===== src/rtl/steer_pkg.sv =====
package steer_pkg;
  typedef enum logic [2:0] {
    SP_STALL   = 3'd0,
    SP_ANY     = 3'd1,
    SP_BEHIND1 = 3'd2,
    SP_BEHIND2 = 3'd3,
    SP_NEAR    = 3'd4
  } steer_path_e;
endpackage


===== src/rtl/steer_pick.sv =====
module steer_pick #(
  parameter int NUM_BUFS     = 8,
  parameter int CLUSTER_SIZE = 4
) (
  input  logic [NUM_BUFS-1:0]         cand,
  output logic                        found,
  output logic [$clog2(NUM_BUFS)-1:0] idx
);
  localparam int NC = NUM_BUFS / CLUSTER_SIZE;
  localparam int BW = $clog2(NUM_BUFS);
  localparam int CW = $clog2(CLUSTER_SIZE + 1);

  logic [CW-1:0] cnt [NC];

  // idle count per cluster
  for (genvar c = 0; c < NC; c++) begin : g_cnt
    logic [CW-1:0] n;
    always_comb begin
      n = '0;
      for (int j = 0; j < CLUSTER_SIZE; j++) n = n + CW'(cand[c*CLUSTER_SIZE + j]);
    end
    assign cnt[c] = n;
  end

  // fullest cluster wins (strict compare keeps the lower cluster on ties),
  // then the lowest buffer inside it
  always_comb begin
    int best;
    logic [CW-1:0] best_n;
    best   = 0;
    best_n = '0;
    for (int c = 0; c < NC; c++) begin
      if (cnt[c] > best_n) begin
        best_n = cnt[c];
        best   = c;
      end
    end
    found = (best_n != '0);
    idx   = '0;
    for (int j = CLUSTER_SIZE - 1; j >= 0; j--) begin
      if (cand[best*CLUSTER_SIZE + j]) idx = BW'(best*CLUSTER_SIZE + j);
    end
  end
endmodule


===== src/rtl/steer_lpt.sv =====
module steer_lpt #(
  parameter int NUM_REGS = 32,
  parameter int NUM_BUFS = 8
) (
  input  logic                        clk,
  input  logic                        rst_n,
  input  logic [$clog2(NUM_REGS)-1:0] rd_a,
  input  logic [$clog2(NUM_REGS)-1:0] rd_b,
  output logic                        a_vld,
  output logic [$clog2(NUM_BUFS)-1:0] a_bid,
  output logic                        a_cb,
  output logic                        b_vld,
  output logic [$clog2(NUM_BUFS)-1:0] b_bid,
  output logic                        b_cb,
  input  logic                        mark_en,
  input  logic [$clog2(NUM_REGS)-1:0] mark_reg,
  input  logic                        put_en,
  input  logic [$clog2(NUM_REGS)-1:0] put_reg,
  input  logic [$clog2(NUM_BUFS)-1:0] put_bid,
  input  logic                        clr_en,
  input  logic [$clog2(NUM_REGS)-1:0] clr_reg
);
  localparam int RW = $clog2(NUM_REGS);
  localparam int BW = $clog2(NUM_BUFS);

  logic [NUM_REGS-1:0] vld_v;
  logic [NUM_REGS-1:0] cb_v;
  logic [BW-1:0]       bid_a [NUM_REGS];

  for (genvar r = 0; r < NUM_REGS; r++) begin : g_ent
    logic          vld_q;
    logic          cb_q;
    logic [BW-1:0] bid_q;
    logic          hit_put, hit_clr, hit_mark;
    assign hit_put  = put_en  && (put_reg  == RW'(r));
    assign hit_clr  = clr_en  && (clr_reg  == RW'(r));
    assign hit_mark = mark_en && (mark_reg == RW'(r));
    always_ff @(posedge clk or negedge rst_n) begin
      if (!rst_n) begin
        vld_q <= 1'b0;
        cb_q  <= 1'b0;
        bid_q <= '0;
      end else if (hit_put) begin
        vld_q <= 1'b1;
        cb_q  <= 1'b0;
        bid_q <= put_bid;
      end else begin
        if (hit_clr)  vld_q <= 1'b0;
        if (hit_mark) cb_q  <= 1'b1;
      end
    end
    assign vld_v[r] = vld_q;
    assign cb_v[r]  = cb_q;
    assign bid_a[r] = bid_q;
  end

  assign a_vld = vld_v[rd_a];
  assign a_bid = bid_a[rd_a];
  assign a_cb  = cb_v[rd_a];
  assign b_vld = vld_v[rd_b];
  assign b_bid = bid_a[rd_b];
  assign b_cb  = cb_v[rd_b];

  // a recorded producer is valid, points at its buffer, has no consumer yet
  a_r7_dst_recorded: assert property (@(posedge clk) disable iff (!rst_n)
    put_en |=> (vld_v[$past(put_reg)] && !cb_v[$past(put_reg)] &&
                bid_a[$past(put_reg)] == $past(put_bid)));

  // writeback clears the entry unless a new producer claims it
  a_r8_wb_clears: assert property (@(posedge clk) disable iff (!rst_n)
    (clr_en && !(put_en && put_reg == clr_reg)) |=> !vld_v[$past(clr_reg)]);

  // placing a consumer sets the bit unless the entry is rewritten
  a_r7_mark_sets: assert property (@(posedge clk) disable iff (!rst_n)
    (mark_en && !(put_en && put_reg == mark_reg)) |=> cb_v[$past(mark_reg)]);
endmodule


===== src/rtl/steer_vec.sv =====
module steer_vec #(
  parameter int NUM_BUFS = 8
) (
  input  logic                        clk,
  input  logic                        rst_n,
  input  logic [NUM_BUFS-1:0]         empty_i,
  input  logic [NUM_BUFS-1:0]         full_i,
  input  logic                        take_en,
  input  logic [$clog2(NUM_BUFS)-1:0] take_idx,
  output logic [NUM_BUFS-1:0]         empty_q,
  output logic [NUM_BUFS-1:0]         full_q
);
  logic [NUM_BUFS-1:0] take_mask;

  always_comb begin
    take_mask = '0;
    if (take_en) take_mask[take_idx] = 1'b1;
  end

  always_ff @(posedge clk or negedge rst_n) begin
    if (!rst_n) begin
      empty_q <= '1;
      full_q  <= '0;
    end else begin
      empty_q <= empty_i & ~take_mask;
      full_q  <= full_i;
    end
  end

  // a buffer just chosen is never offered as idle to the next decision
  a_r9_taken_busy: assert property (@(posedge clk) disable iff (!rst_n)
    take_en |=> !empty_q[$past(take_idx)]);

  // feedback arrives with one cycle of latency
  a_r9_full_follows: assert property (@(posedge clk) disable iff (!rst_n)
    1'b1 |=> full_q == $past(full_i));
endmodule


===== src/rtl/dep_steer_unit.sv =====
module dep_steer_unit
  import steer_pkg::*;
#(
  parameter int NUM_REGS     = 32,
  parameter int NUM_BUFS     = 8,
  parameter int CLUSTER_SIZE = 4
) (
  input  logic                        clk,
  input  logic                        rst_n,
  input  logic                        ins_valid,
  output logic                        ins_ready,
  input  logic                        rs1_en,
  input  logic [$clog2(NUM_REGS)-1:0] rs1_reg,
  input  logic                        rs2_en,
  input  logic [$clog2(NUM_REGS)-1:0] rs2_reg,
  input  logic                        rd_en,
  input  logic [$clog2(NUM_REGS)-1:0] rd_reg,
  output logic                        out_valid,
  input  logic                        out_ready,
  output logic [$clog2(NUM_BUFS)-1:0] out_buf,
  output logic                        stall,
  input  logic                        wb_valid,
  input  logic [$clog2(NUM_REGS)-1:0] wb_reg,
  input  logic [NUM_BUFS-1:0]         unit_empty,
  input  logic [NUM_BUFS-1:0]         unit_full
);
  localparam int RW = $clog2(NUM_REGS);
  localparam int BW = $clog2(NUM_BUFS);

  logic          p1_vld, p1_cb, p2_vld, p2_cb;
  logic [BW-1:0] p1_bid, p2_bid;
  logic [NUM_BUFS-1:0] empty_q, full_q;
  logic [NUM_BUFS-1:0] near1, near2, cand;
  logic          out1, out2, room1, room2;
  logic          pick_found;
  logic [BW-1:0] pick_idx;
  steer_path_e   pre_path, path;
  logic          fire, have;
  logic          mark_en;
  logic [RW-1:0] mark_reg;

  // cluster membership of each producer's buffer
  for (genvar b = 0; b < NUM_BUFS; b++) begin : g_near
    assign near1[b] = (b / CLUSTER_SIZE) == (32'(p1_bid) / CLUSTER_SIZE);
    assign near2[b] = (b / CLUSTER_SIZE) == (32'(p2_bid) / CLUSTER_SIZE);
  end

  assign out1  = rs1_en && p1_vld;
  assign out2  = rs2_en && p2_vld;
  assign room1 = !p1_cb && !full_q[p1_bid];
  assign room2 = !p2_cb && !full_q[p2_bid];

  // rule selection: behind a producer, or a search over a candidate set
  always_comb begin
    pre_path = SP_STALL;
    cand     = '0;
    unique case ({out1, out2})
      2'b00: begin
        pre_path = SP_ANY;
        cand     = empty_q;
      end
      2'b10: begin
        if (room1) pre_path = SP_BEHIND1;
        else begin
          pre_path = SP_NEAR;
          cand     = empty_q & near1;
        end
      end
      2'b01: begin
        if (room2) pre_path = SP_BEHIND2;
        else begin
          pre_path = SP_NEAR;
          cand     = empty_q & near2;
        end
      end
      default: begin
        if (room1)      pre_path = SP_BEHIND1;
        else if (room2) pre_path = SP_BEHIND2;
        else begin
          pre_path = SP_NEAR;
          cand     = empty_q & (near1 | near2);
        end
      end
    endcase
  end

  steer_pick #(.NUM_BUFS(NUM_BUFS), .CLUSTER_SIZE(CLUSTER_SIZE)) u_pick (
    .cand  (cand),
    .found (pick_found),
    .idx   (pick_idx)
  );

  always_comb begin
    path    = pre_path;
    out_buf = pick_idx;
    unique case (pre_path)
      SP_BEHIND1: out_buf = p1_bid;
      SP_BEHIND2: out_buf = p2_bid;
      SP_ANY, SP_NEAR: if (!pick_found) path = SP_STALL;
      default: path = SP_STALL;
    endcase
  end

  assign have      = (path != SP_STALL);
  assign out_valid = ins_valid && have;
  assign ins_ready = have && out_ready;
  assign stall     = ins_valid && !have;
  assign fire      = ins_valid && ins_ready;
  assign mark_en   = fire && (path == SP_BEHIND1 || path == SP_BEHIND2);
  assign mark_reg  = (path == SP_BEHIND1) ? rs1_reg : rs2_reg;

  steer_lpt #(.NUM_REGS(NUM_REGS), .NUM_BUFS(NUM_BUFS)) u_lpt (
    .clk      (clk),
    .rst_n    (rst_n),
    .rd_a     (rs1_reg),
    .rd_b     (rs2_reg),
    .a_vld    (p1_vld),
    .a_bid    (p1_bid),
    .a_cb     (p1_cb),
    .b_vld    (p2_vld),
    .b_bid    (p2_bid),
    .b_cb     (p2_cb),
    .mark_en  (mark_en),
    .mark_reg (mark_reg),
    .put_en   (fire && rd_en),
    .put_reg  (rd_reg),
    .put_bid  (out_buf),
    .clr_en   (wb_valid),
    .clr_reg  (wb_reg)
  );

  steer_vec #(.NUM_BUFS(NUM_BUFS)) u_vec (
    .clk      (clk),
    .rst_n    (rst_n),
    .empty_i  (unit_empty),
    .full_i   (unit_full),
    .take_en  (fire),
    .take_idx (out_buf),
    .empty_q  (empty_q),
    .full_q   (full_q)
  );

  // a stalled instruction is neither offered nor accepted
  a_r2_stall_blocks: assert property (@(posedge clk) disable iff (!rst_n)
    stall |-> (!ins_ready && !out_valid));

  // with nothing outstanding the choice is an idle buffer
  a_r3_free_is_idle: assert property (@(posedge clk) disable iff (!rst_n)
    (out_valid && !out1 && !out2) |-> empty_q[out_buf]);

  // never steered into a buffer that reported full
  a_r4_has_room: assert property (@(posedge clk) disable iff (!rst_n)
    out_valid |-> !full_q[out_buf]);

  // a fallback for one source stays in the producer's cluster
  a_r5_near_cluster: assert property (@(posedge clk) disable iff (!rst_n)
    (out_valid && out1 && !out2 && out_buf != p1_bid) |-> near1[out_buf]);

  // a fallback for two sources stays in one of the two clusters
  a_r6_union_cluster: assert property (@(posedge clk) disable iff (!rst_n)
    (out_valid && out1 && out2 && out_buf != p1_bid && out_buf != p2_bid)
      |-> (near1[out_buf] || near2[out_buf]));
endmodule


===== config.mk =====
export PLATFORM = sky130hd
export DESIGN_NAME = dep_steer_unit
export DESIGN_NICKNAME = d
export VERILOG_FILES = /design/src/rtl/steer_pkg.sv /design/src/rtl/steer_pick.sv /design/src/rtl/steer_lpt.sv /design/src/rtl/steer_vec.sv /design/src/rtl/dep_steer_unit.sv
export SDC_FILE = /design/constraint.sdc
export NUM_CORES = 1
export LEC_CHECK = 0
export ABC_AREA = 1
export BUFFER_PORTS_ARGS = -buffer_cell sky130_fd_sc_hd__buf_4
export CAP_MARGIN = 20
export CORE_MARGIN = 1
export CORE_UTILIZATION = 55
export DETAILED_ROUTE_END_ITERATION = 10
export PLACE_DENSITY = 0.81
export SYNTH_ARGS = -nofsm -noshare
export SYNTH_HDL_FRONTEND = slang
export SYNTH_HIERARCHICAL = 1
export SYNTH_SLANG_ARGS = --single-unit
export TNS_END_PERCENT = 20

===== constraint.sdc =====
create_clock -name clk -period 6.65 [get_ports clk]
set_input_delay 0.665 -clock clk [delete_from_list [all_inputs] [get_ports clk]]
set_output_delay 0.665 -clock clk [all_outputs]
set_load 0.1 [all_outputs]

==> results by group <==
Synth
  • Ys flop type: dfrtp_1
  • Flops & latches, synth: 176
  • Post-synth top area share: 0.3769
  • Synth cell types: 31
  • Syn_nets: 1725
  • Mux cell area share after synthesis: 0
  • Synth top area cells: dfrtp_1 38%, nand2_1 24%, nand3_1 12%, o21ai_0 4.8%, inv_1 3.9%
  • Syn Area/Cell: 6.672 sq um
  • Synth Instances: 1672
  • FFs w/ async S/R, synth: 1.000
  • Number of synthesized flops with an enable pin: 0
  • Post-Syn Area: 0.01116 sq mm
  • Seq/Total Area, Yosys: 0.3957
  • Combinational family with the most area after synthesis: simple AND/OR/NAND/NOR gates
  • Post-Synth XOR/XNOR Area: 0
  • Count leader, synth: nand2_1
  • Most frequent cells after synthesis: 717 x nand2_1, 267 x nand3_1, 168 x dfrtp_1, 117 x inv_1, 106 x o21ai_0
  • Number of synthesis warnings: 6
  • Area leader, netlist: dfrtp_1
  • Adder and majority cell fraction of the synthesized area: 0.01144
  • Compound-gate portion of the synthesized area: 0.08502
  • Synthesized-area fraction occupied by and/or/nand/nor cells: 0.4157

CTS
  • CTS tree: done
  • CTS buffer count: 17
  • Worst skew pair latency: 0.44 ns
  • Clock root cell: clkbuf_16
  • Clock buffer depth: 2
  • H-tree depth: 4
  • Worst-path clk slew: 0.07 ns
  • Clock Sinks: 176

GRT
  • GRT Util Overall: 0.3646
  • First-pass GRT wire length: 56900 um
  • Vias in the first global route: 10893
  • Largest net degree at the start of global routing: 82
  • GR Overflow Total: 0
  • Initial antenna violation count: 1

Critical path
  • Worst setup EP type: output pin
  • Worst-path fanout max: 22
  • CP dominant cell by count: nand2_1
  • CP required: 5.98 ns
  • Critical path type: primary input to output pin
  • CP Launch Type: primary input
  • Worst EP arrival: 5.66 ns
  • Critical-path top delay cell: fa_1
  • Kind of cell with the highest combined delay on the critical path: simple AND/OR/NAND/NOR gates
  • Slowest stage delay, CP: 0.52 ns
  • CP bufs+invs: 7

STA
  • Slew HR: 0.4447
  • Worst setup margin: 0.3227 ns
  • Period utilization: 0.9515
  • Setup violators final: 0
  • RSZ-0062 raised after global routing: no
  • FMAX: 158.0 MHz
  • Hold Vio Cnt, Final: 0
  • Clk_skew: 0.01174 ns
  • Period minus WS final: 6.327 ns
  • Fin Setup TNS: 0 ns
  • Fin. max-slew vios: 0
  • Slew @ Worst Pin: 0.8299 ns

Floorplanning
  • I/O Pins: 50
  • Chip Width: 144.4 um
  • DIE HEIGHT: 144.4 um
  • DIE AREA: 0.02086 sq mm
  • Initial core utilization: 0.5676
  • Row count: 51
  • CORE AREA: 0.01965 sq mm

Cells and area
  • Fraction of layout cells with a size suffix above 1: 0.09086
  • Final std cells w/o fill: 1971
  • # nets final: 1746
  • Area delta synth->final: 11.19%
  • ANT cells: 0
  • Final Util: 0.6311
  • Fill count: 1846

Power
  • PwrDens: 474.9 mW/mm^2
  • Leakage power: 6.105 nW
  • VDD IR max: 0.4257 mV

Place
  • Setup WS pre-CTS: 0.1029 ns
  • RePlAce Congestion: 1.047
  • Port Buffers: 49
  • Placed cell count: 1936
  • Detailed placement HPWL: 24770 um

Status
  • Run status: finished, final reports clean

Route
  • Via/cell ratio: 6.043
  • # DRC: 0
  • Post-route ant nets: 0
  • Post-Route WL: 37990 um
  • DR WL/cell: 19.28 um
  • Vias: 11910
  • 1st-iter DRT viols: 1824
  • Pre-antenna DRT Iters: 7

Run
  • Max_cap viols: 0

Hold path
  • Hold Crit Class: primary input to asynchronous set/reset pin
final timing paths:
| path | startpoint | end | slack, ns | depth (start not counted) |
|---|---|---|---|---|
| worst max-delay path | rs1_reg[2] | out_buf[1] | 0.32 | 33 |
| worst min-delay path | rst_n | u_lpt/g_ent[2].bid_q[1] | 0.23 | 1 |
| worst max register to register | u_lpt/g_ent[9].bid_q[0] | u_lpt/g_ent[17].bid_q[1] | 0.77 | 36 |
| worst min register to register | u_lpt/g_ent[11].bid_q[1] | u_lpt/g_ent[11].bid_q[1] | 0.52 | 2 |
| max in group asynchronous | rst_n | u_lpt/g_ent[5].bid_q[1] | 5.23 | 2 |
| min in group clk | unit_full[2] | u_vec/full_q[2] | 0.33 | 1 |
logic make-up after synthesis:
group	after synthesis
flops	176
compound gates	175
simple gates	1104
buf+inv	208
fa+ha+maj	9
routing by layer:
metal  wire length [um]  track usage  vias to the layer above
met5                  9            0                        -
met4               2355       0.2299                        2
met3               4729      0.08874                      230
met2              16920       0.5610                      883
met1              13980       0.4599                     5404
li1                   -            -                     5391
layout make-up:
class / instances / area (sq um) / area share
clock buffers: 19 / 452.9 / 0.03651
clock inverters: 13 / 170.2 / 0.01372
inverters: 130 / 523.0 / 0.04216
multi-input cells: 1288 / 5724 / 0.4615
flip-flops and latches: 176 / 4414 / 0.3559
well taps: 265 / 331.6 / 0.02673
repair buffers: 80 / 788.3 / 0.06355
report_power, final:
part	switching, W	internal, W	total [W]
combinational	0.00224	0.000906	0.00314
clock	0.000479	0.000591	0.00107
sequential	0.000276	0.00140	0.00168
total	0.00299	0.00290	0.00589
through the flow:
step | hold slack, ns | instance area [sq um] | power, W
2_1_floorplan | 0.3694 | 11160 | 0.003716
3_3_place_gp | 0.4881 | 11640 | 0.004610
3_5_place_dp | 0.4965 | 11640 | 0.004672
4_1_cts | 0.2424 | 12270 | 0.005732
5_1_grt | 0.2658 | 12400 | 0.006199
6_report | 0.2252 | 12400 | 0.005890
cells in the final DEF, fill, tap and decap left out, types with 3 or more instances in the layout:
| cell | count |
|---|---|
| a21oi_1 | 26 |
| buf_12 | 7 |
| buf_4 | 66 |
| clkbuf_16 | 20 |
| clkinv_1 | 3 |
| clkinv_4 | 3 |
| dfrtp_1 | 168 |
| dfstp_2 | 8 |
| ha_1 | 7 |
| inv_1 | 117 |
| inv_2 | 7 |
| inv_8 | 4 |
| nand2_1 | 716 |
| nand2_2 | 4 |
| nand3_1 | 267 |
| nand3_2 | 8 |
| nor2_1 | 85 |
| nor2_2 | 4 |
| nor2_4 | 3 |
| nor3_1 | 8 |
| nor4_1 | 5 |
| o21a_1 | 19 |
| o21ai_0 | 106 |
| o21ai_1 | 20 |
state kept, by name (all words and copies together) (netlist names):
register / count
u_lpt/g_ent.bid_q: 96
u_lpt/g_ent.cb_q: 32
u_lpt/g_ent.vld_q: 32
u_vec/empty_q: 8
u_vec/full_q: 8
repair_timing:
action,in CTS,in global routing
setup endpoints to repair,0,27
hold buffers,0,0
gates resized for setup,0,14
setup buffers,0,0
endpoints found under the hold margin,0,0
Note: power is estimated with default switching activity, not from simulation.
